File: src/rtl/sdcmd_pkg.sv
package sdcmd_pkg;

    typedef enum logic [1:0] {
        RT_NONE      = 2'b00,
        RT_SHORT_CRC = 2'b01,
        RT_SHORT_RAW = 2'b10,
        RT_LONG      = 2'b11
    } rsp_kind_e;

    typedef enum logic [1:0] {
        ST_IDLE,
        ST_SEND,
        ST_WAIT,
        ST_RECV
    } cmd_state_e;

    localparam int FLAG_W       = 4;
    localparam int FLG_CRC_FAIL = 0;
    localparam int FLG_TIMEOUT  = 1;
    localparam int FLG_RSP_DONE = 2;
    localparam int FLG_SENT     = 3;
    localparam int CRC_W        = 7;

    // One serial step of CRC7, generator x^7 + x^3 + 1
    function automatic logic [CRC_W-1:0] crc7_step(input logic [CRC_W-1:0] c, input logic b);
        logic fb;
        fb = b ^ c[CRC_W-1];
        return {c[CRC_W-2:0], 1'b0} ^ (fb ? 7'h09 : 7'h00);
    endfunction

endpackage

File: src/rtl/sdcmd_crc7.sv
module sdcmd_crc7
    import sdcmd_pkg::*;
(
    input  logic             clk,
    input  logic             rst_n,
    input  logic             clr,
    input  logic             en,
    input  logic             din,
    output logic [CRC_W-1:0] crc
);

    always_ff @(posedge clk or negedge rst_n) begin
        if (!rst_n) begin
            crc <= '0;
        end else if (clr) begin
            crc <= '0;
        end else if (en) begin
            crc <= crc7_step(crc, din);
        end
    end

endmodule

File: src/rtl/sdcmd_tx_frame.sv
module sdcmd_tx_frame
    import sdcmd_pkg::*;
#(
    parameter int IDX_W = 6,
    parameter int ARG_W = 32
) (
    input  logic             clk,
    input  logic             rst_n,
    input  logic             load,
    input  logic             shift,
    input  logic [IDX_W-1:0] idx,
    input  logic [ARG_W-1:0] arg,
    output logic             msb
);

    localparam int BODY_W  = 2 + IDX_W + ARG_W;
    localparam int FRAME_W = BODY_W + CRC_W + 1;

    logic [FRAME_W-1:0] sr_q;
    logic [BODY_W-1:0]  body;
    logic [CRC_W-1:0]   body_crc;

    function automatic logic [CRC_W-1:0] crc_of_body(input logic [BODY_W-1:0] v);
        logic [CRC_W-1:0] c;
        c = '0;
        for (int i = BODY_W - 1; i >= 0; i--) begin
            c = crc7_step(c, v[i]);
        end
        return c;
    endfunction

    assign body     = {1'b0, 1'b1, idx, arg};
    assign body_crc = crc_of_body(body);
    assign msb      = sr_q[FRAME_W-1];

    always_ff @(posedge clk or negedge rst_n) begin
        if (!rst_n) begin
            sr_q <= '1;
        end else if (load) begin
            sr_q <= {body, body_crc, 1'b1};
        end else if (shift) begin
            sr_q <= {sr_q[FRAME_W-2:0], 1'b1};
        end
    end

endmodule

File: src/rtl/sdcmd_path.sv
module sdcmd_path
    import sdcmd_pkg::*;
#(
    parameter int IDX_W         = 6,
    parameter int ARG_W         = 32,
    parameter int WORD_W        = 32,
    parameter int TIMEOUT_TICKS = 64
) (
    input  logic              clk,
    input  logic              rst_n,
    input  logic              tick,
    input  logic              cmd_en,
    input  logic [IDX_W-1:0]  cmd_index,
    input  logic [ARG_W-1:0]  cmd_arg,
    input  logic [1:0]        resp_type,
    input  logic              stop_cmd,
    input  logic [FLAG_W-1:0] flag_clr,
    input  logic              cmd_in,
    output logic              cmd_out,
    output logic              cmd_oe,
    output logic [WORD_W-1:0] resp_w0,
    output logic [WORD_W-1:0] resp_w1,
    output logic [WORD_W-1:0] resp_w2,
    output logic [WORD_W-1:0] resp_w3,
    output logic [FLAG_W-1:0] flags,
    output logic              busy,
    output logic              abort_active
);

    localparam int N_WORDS = 4;
    localparam int FRAME_W = 2 + IDX_W + ARG_W + CRC_W + 1;
    localparam int SHORT_W = FRAME_W;
    localparam int PAY_W   = N_WORDS * WORD_W;
    localparam int LONG_W  = PAY_W + 8;
    localparam int POS_W   = $clog2(LONG_W);
    localparam int TXC_W   = $clog2(FRAME_W);
    localparam int TO_W    = $clog2(TIMEOUT_TICKS);

    cmd_state_e         state_q, state_d;
    rsp_kind_e          rtype_q;
    logic               stop_q;
    logic [TXC_W-1:0]   tx_cnt_q;
    logic [TO_W-1:0]    wait_cnt_q;
    logic [POS_W-1:0]   pos_q;
    logic [PAY_W-1:0]   rx_sr_q, rx_next;
    logic [WORD_W-1:0]  rsp_q [N_WORDS];
    logic [FLAG_W-1:0]  flags_q, set_vec;
    logic [CRC_W-1:0]   crc_rx;
    logic               tx_msb, crc_feed, crc_clr, is_long, crc_checked;

    assign is_long     = (rtype_q == RT_LONG);
    assign crc_checked = (rtype_q != RT_SHORT_RAW);
    assign rx_next     = {rx_sr_q[PAY_W-2:0], cmd_in};

    sdcmd_tx_frame #(.IDX_W(IDX_W), .ARG_W(ARG_W)) u_tx (
        .clk   (clk),
        .rst_n (rst_n),
        .load  (state_q == ST_IDLE && cmd_en),
        .shift (state_q == ST_SEND && tick),
        .idx   (cmd_index),
        .arg   (cmd_arg),
        .msb   (tx_msb)
    );

    // Short answers are checked from their start bit; long ones from bit 127
    assign crc_clr  = (state_q == ST_SEND);
    assign crc_feed = tick && (((state_q == ST_WAIT) && !cmd_in && !is_long) ||
                               ((state_q == ST_RECV) && (pos_q != '0) &&
                                (pos_q <= POS_W'(PAY_W - 1))));

    sdcmd_crc7 u_rx_crc (
        .clk   (clk),
        .rst_n (rst_n),
        .clr   (crc_clr),
        .en    (crc_feed),
        .din   (cmd_in),
        .crc   (crc_rx)
    );

    // State register
    always_ff @(posedge clk or negedge rst_n) begin
        if (!rst_n) begin
            state_q <= ST_IDLE;
        end else begin
            state_q <= state_d;
        end
    end

    // Next state and flag events
    always_comb begin
        state_d = state_q;
        set_vec = '0;
        unique case (state_q)
            ST_IDLE: begin
                if (cmd_en) state_d = ST_SEND;
            end
            ST_SEND: begin
                if (tick && tx_cnt_q == TXC_W'(FRAME_W - 1)) begin
                    if (rtype_q == RT_NONE) begin
                        state_d            = ST_IDLE;
                        set_vec[FLG_SENT]  = 1'b1;
                    end else begin
                        state_d = ST_WAIT;
                    end
                end
            end
            ST_WAIT: begin
                if (tick) begin
                    if (!cmd_in) begin
                        state_d = ST_RECV;
                    end else if (wait_cnt_q == TO_W'(TIMEOUT_TICKS - 1)) begin
                        state_d              = ST_IDLE;
                        set_vec[FLG_TIMEOUT] = 1'b1;
                    end
                end
            end
            ST_RECV: begin
                if (tick && pos_q == '0) begin
                    state_d = ST_IDLE;
                    if (crc_checked && crc_rx != '0) set_vec[FLG_CRC_FAIL] = 1'b1;
                    else                             set_vec[FLG_RSP_DONE] = 1'b1;
                end
            end
            default: state_d = ST_IDLE;
        endcase
    end

    // Datapath and outputs
    always_ff @(posedge clk or negedge rst_n) begin
        if (!rst_n) begin
            rtype_q    <= RT_NONE;
            stop_q     <= 1'b0;
            tx_cnt_q   <= '0;
            wait_cnt_q <= '0;
            pos_q      <= '0;
            rx_sr_q    <= '0;
            flags_q    <= '0;
            for (int k = 0; k < N_WORDS; k++) rsp_q[k] <= '0;
        end else begin
            flags_q <= (flags_q & ~flag_clr) | set_vec;
            unique case (state_q)
                ST_IDLE: begin
                    if (cmd_en) begin
                        rtype_q  <= rsp_kind_e'(resp_type);
                        stop_q   <= stop_cmd;
                        tx_cnt_q <= '0;
                    end
                end
                ST_SEND: begin
                    if (tick) begin
                        tx_cnt_q   <= tx_cnt_q + 1'b1;
                        wait_cnt_q <= '0;
                    end
                end
                ST_WAIT: begin
                    if (tick) begin
                        wait_cnt_q <= wait_cnt_q + 1'b1;
                        pos_q      <= is_long ? POS_W'(LONG_W - 2) : POS_W'(SHORT_W - 2);
                    end
                end
                ST_RECV: begin
                    if (tick) begin
                        pos_q <= pos_q - 1'b1;
                        if (pos_q <= POS_W'(PAY_W - 1)) rx_sr_q <= rx_next;
                        if (pos_q == '0) begin
                            for (int k = 0; k < N_WORDS; k++) begin
                                if (is_long)     rsp_q[k] <= rx_next[PAY_W-1-k*WORD_W -: WORD_W];
                                else if (k == 0) rsp_q[k] <= rx_next[WORD_W+7:8];
                                else             rsp_q[k] <= '0;
                            end
                        end
                    end
                end
                default: ;
            endcase
        end
    end

    assign cmd_oe       = (state_q == ST_SEND);
    assign cmd_out      = (state_q == ST_SEND) ? tx_msb : 1'b1;
    assign busy         = (state_q != ST_IDLE);
    assign abort_active = busy && stop_q;
    assign flags        = flags_q;
    assign resp_w0      = rsp_q[0];
    assign resp_w1      = rsp_q[1];
    assign resp_w2      = rsp_q[2];
    assign resp_w3      = rsp_q[3];

    // drive enable drops only after the last frame bit
    p_oe_len_r1: assert property (@(posedge clk) disable iff (!rst_n)
        $fell(cmd_oe) |-> ($past(tx_cnt_q) == TXC_W'(FRAME_W - 1)));

    // a start pulse while busy does not alter the latched command
    p_ignore_busy_r2: assert property (@(posedge clk) disable iff (!rst_n)
        (state_q != ST_IDLE && cmd_en) |=> (rtype_q == $past(rtype_q) && stop_q == $past(stop_q)));

    // sent flag only for commands without an answer
    p_sent_nores_r3: assert property (@(posedge clk) disable iff (!rst_n)
        $rose(flags_q[FLG_SENT]) |-> (rtype_q == RT_NONE));

    // CRC failure excludes the received flag and never for unchecked answers
    p_crc_excl_r5: assert property (@(posedge clk) disable iff (!rst_n)
        $rose(flags_q[FLG_CRC_FAIL]) |-> (rtype_q != RT_SHORT_RAW && !$rose(flags_q[FLG_RSP_DONE])));

    // timeout only arises from the waiting state
    p_timeout_src_r7: assert property (@(posedge clk) disable iff (!rst_n)
        $rose(flags_q[FLG_TIMEOUT]) |-> ($past(state_q) == ST_WAIT));

    // a cleared bit with no simultaneous set reads 0 next cycle
    p_clear_r8: assert property (@(posedge clk) disable iff (!rst_n)
        (|flag_clr) |=> ((flags_q & $past(flag_clr & ~set_vec)) == '0));

endmodule

File: config.mk
export PLATFORM = sky130hd
export DESIGN_NAME = sdcmd_path
export DESIGN_NICKNAME = d
export VERILOG_FILES = /design/src/rtl/sdcmd_pkg.sv /design/src/rtl/sdcmd_crc7.sv /design/src/rtl/sdcmd_tx_frame.sv /design/src/rtl/sdcmd_path.sv
export SDC_FILE = /design/constraint.sdc
export NUM_CORES = 1
export LEC_CHECK = 0
export BUFFER_PORTS_ARGS = -buffer_cell sky130_fd_sc_hd__clkbuf_2
export CORE_UTILIZATION = 52
export DETAILED_ROUTE_END_ITERATION = 8
export PLACE_DENSITY_LB_ADDON = 0.3
export RECOVER_POWER = 50
export SLEW_MARGIN = 5
export SYNTH_ARGS = -nofsm -noshare
export SYNTH_HDL_FRONTEND = slang
export SYNTH_SLANG_ARGS = --single-unit
export TNS_END_PERCENT = 100
File: constraint.sdc
create_clock -name clk -period 2.1 [get_ports clk]
set_clock_uncertainty 0.15 [all_clocks]
set_input_delay 0.21 -clock clk [delete_from_list [all_inputs] [get_ports clk]]
set_output_delay 0.21 -clock clk [all_outputs]
set_load 0.02 [all_outputs]
==> results.cfg <==
[power_and_ir_drop]
ir_drop_uv = 652
switching_power_w = 0.00533
cellPowerDensity_mw_per_mm2 = 1040
p_sw_share_pct = 28.3
p_int_w = 0.0135
pwr-share-clk_pct = 33.5
p_seq_share_pct = 43.1
leakage_nw = 8.58
comb_power_share_pct = 23.4

[yosys]
synth_flop_cell = dfrtp_1
yosysSeqAreaShare_pct = 58.4
avgSynthCellArea_um2 = 10.9
syn_nets = 1395
synth_edf_count = 0
ys_types = 46
yosysWarnings = 0
synth_top_cell_by_area = dfrtp_1
synth_area_mm2 = 0.0146
synth_seq_cells = 338
yosysTopAreaCellShare_pct = 50.0
synth_area_leaders = dfrtp_1 (50%), mux2_2 (9.9%), nand2_1 (8.8%)
synthArstFlopShare_pct = 100
netlist_instances = 1341

[placed_design]
gp_congestion = 0.889
place_hpwl_um = 20200
portBuffers = 185
dp.cells = 1880

[routing]
via_count = 10561
firstDrtPassIters = 5
drtAntennaViolNets = 0
drc = 0
wl_met2_um = 15600
wl_um = 32300
drt_iter0_drc = 629
wirelength_met1_um = 14700
viasPerCell = 5.27
met3_length_um = 1230
wl_per_cell_um = 16.1
highest_layer = met4

[floorplanning]
die_x_um = 169
die-area_mm2 = 0.0287
row_count = 60
ioPinCount = 186
die_h_um = 169
initial_core_util_pct = 53.5
core_mm2 = 0.0273

[worst_hold_path]
min-delay-start = cmd_arg[12]
whs_path_depth = 3
min_path_type = in -> reg
min_to = u_tx.sr_q[20]

[timing]
slew_headroom_pct = 16.9
min_period_ns = 2.05
drv_slew = 0
hold_viol = 0
fmax_ghz = 0.487
hold-worst-slack_ns = 0.0126
fin_crit_sh_pct = 97.7
tightest_slew_ns = 1.25
finalSetupViolCount = 0

[final_layout]
syn_to_final_growth_pct = 24.7
stdcell_count = 2005
multi_input_area_mm2 = 0.00585
fin_nets = 1659
register_area_mm2 = 0.00852
fill_cells = 2045
layout_common_cells = nand2_1 (340), dfrtp_1 (291), o21ai_0 (143), mux2_2 (128), clkbuf_2 (126)
num_antenna_cells = 0
utilization_pct = 66.7
mostFrequentLayoutCell = nand2_1
drive_gt1_share_pct = 28.2

[global_route]
grt_max_degree = 105
grt_pass1_wl_um = 52200
grt.total_usage_pct = 22.5
overflow = 0
antenna_found_initial = 0
first_global_vias = 10328

[worst_setup_path]
r2r-end = resp_w0[10]
startpoint_type = input pin
end_kind = flop
cp.arrival_ns = 2.34
crit_path_max_fanout = 2
required_ns = 2.39
reg2reg_slack_ns = 0.09
ff2ff_path_depth = 8
crit_path_cell_trace = clkbuf_2, dlygate4sd3_1, buf_4, xnor2_2, xnor2_2, xnor3_1, xnor3_1, xor2_1, o21ai_1
max_stage_delay_ns = 0.55
worstReg2RegStart = pos_q[5]
slowest_stage = dlygate4sd3_1
crit_type = in -> reg

[clock_tree]
cts_tree = built
cts_buffers = 37
cts.path.max_buffers = 3
clock_latency_ns = 0.52
clockRootBuffer = clkbuf_16
cts_sinks = 338
cts.clk_slew.worst_paths_ns = 0.06
htreeDepth = 2

[run_status]
outcome = finished, final reports clean

[run]
maxCapViolCount = 0
[Yosys cell counts, drive strengths merged, types with 14 or more instances]
library cell	instances
a31oi	40
clkbuf	75
dfrtp	291
dfstp	47
mux2	128
mux2i	36
nand2	341
nand3	14
nor2	61
o21ai	151
xnor2	41
xor2	21
[power groups by stage]
stage | Combinational (W) | Sequential, W | Clock, W
3_3_place_gp | 0.00399 | 0.00815 | 0
4_1_cts | 0.00423 | 0.00808 | 0.00645
5_1_grt | 0.00485 | 0.00820 | 0.00670
2_1_floorplan | 0.00297 | 0.00803 | 0
3_5_place_dp | 0.00412 | 0.00817 | 0
6_report | 0.00441 | 0.00811 | 0.00630
[kinds of logic after synthesis]
kind of cell    count (synthesis)  share of synthesized area [%]
compound gates                219                           8.22
xor+xnor                       75                           6.02
mux                           164                           12.4
fa+ha+maj                       4                          0.343
flops                         338                           58.4
simple gates                  448                           12.2
buf+inv                        93                           2.40
[stage by stage]
step | area, µm² | TNS (ns) | power (W) | setup WS [ns]
after floorplan | 14600 | -0.0567 | 0.0110 | -0.0313
after global placement | 16400 | -1.06 | 0.0121 | -0.252
after CTS | 18100 | 0 | 0.0188 | 0.00617
final | 18200 | 0 | 0.0188 | 0.0479
after global routing | 18200 | -0.0766 | 0.0198 | -0.0198
after detailed placement | 16400 | -1.42 | 0.0123 | -0.324
[layout make-up]
cell class	count	share of cell area, %
flip-flops and latches	338	46.9
multi-input cells	910	32.2
repair buffers	307	11.6
clock buffers	57	6.01
well taps	372	2.56
clock inverters	10	0.572
inverters	11	0.227
[routing by layer]
layer  global-route usage, %  vias up
li1                        -     5050
met1                    30.8     5204
met2                    37.3      251
met3                    3.47       56
met4                    6.82        0
met5                       0        -
[registers in the layout, indices dropped and copies added, names as in the netlist, 7 cells and up]
register	cells
pos_q	8
resp_w0	32
resp_w1	32
resp_w2	32
resp_w3	32
rx_sr_q	127
u_rx_crc.crc	7
u_tx.sr_q	47
[how the worst max path moves through the flow]
stage	from	end	cells past startpoint
after floorplan	cmd_arg[24]	u_tx.sr_q[1]	7
after global placement	cmd_arg[20]	u_tx.sr_q[1]	8
after detailed placement	cmd_arg[25]	u_tx.sr_q[5]	8
after CTS	state_q[0]	cmd_out	6
after global routing	pos_q[2]	pos_q[7]	7
final	cmd_arg[20]	u_tx.sr_q[5]	9
[worst max-delay path, delay by kind of cell]
family,cells,cell delay (ns)
buf+inv,3,0.79
xor+xnor,5,1.27
compound gates,1,0.08
[what timing repair did]
item,4_1_cts,5_1_grt
endpoints found under the hold margin,339,0
gates resized for setup,3,16
hold buffers,48,0
gates cloned,0,2
setup buffers,1,9
setup endpoints to repair,3,139
pin swaps,0,5
(Power assumes the default switching activity.)
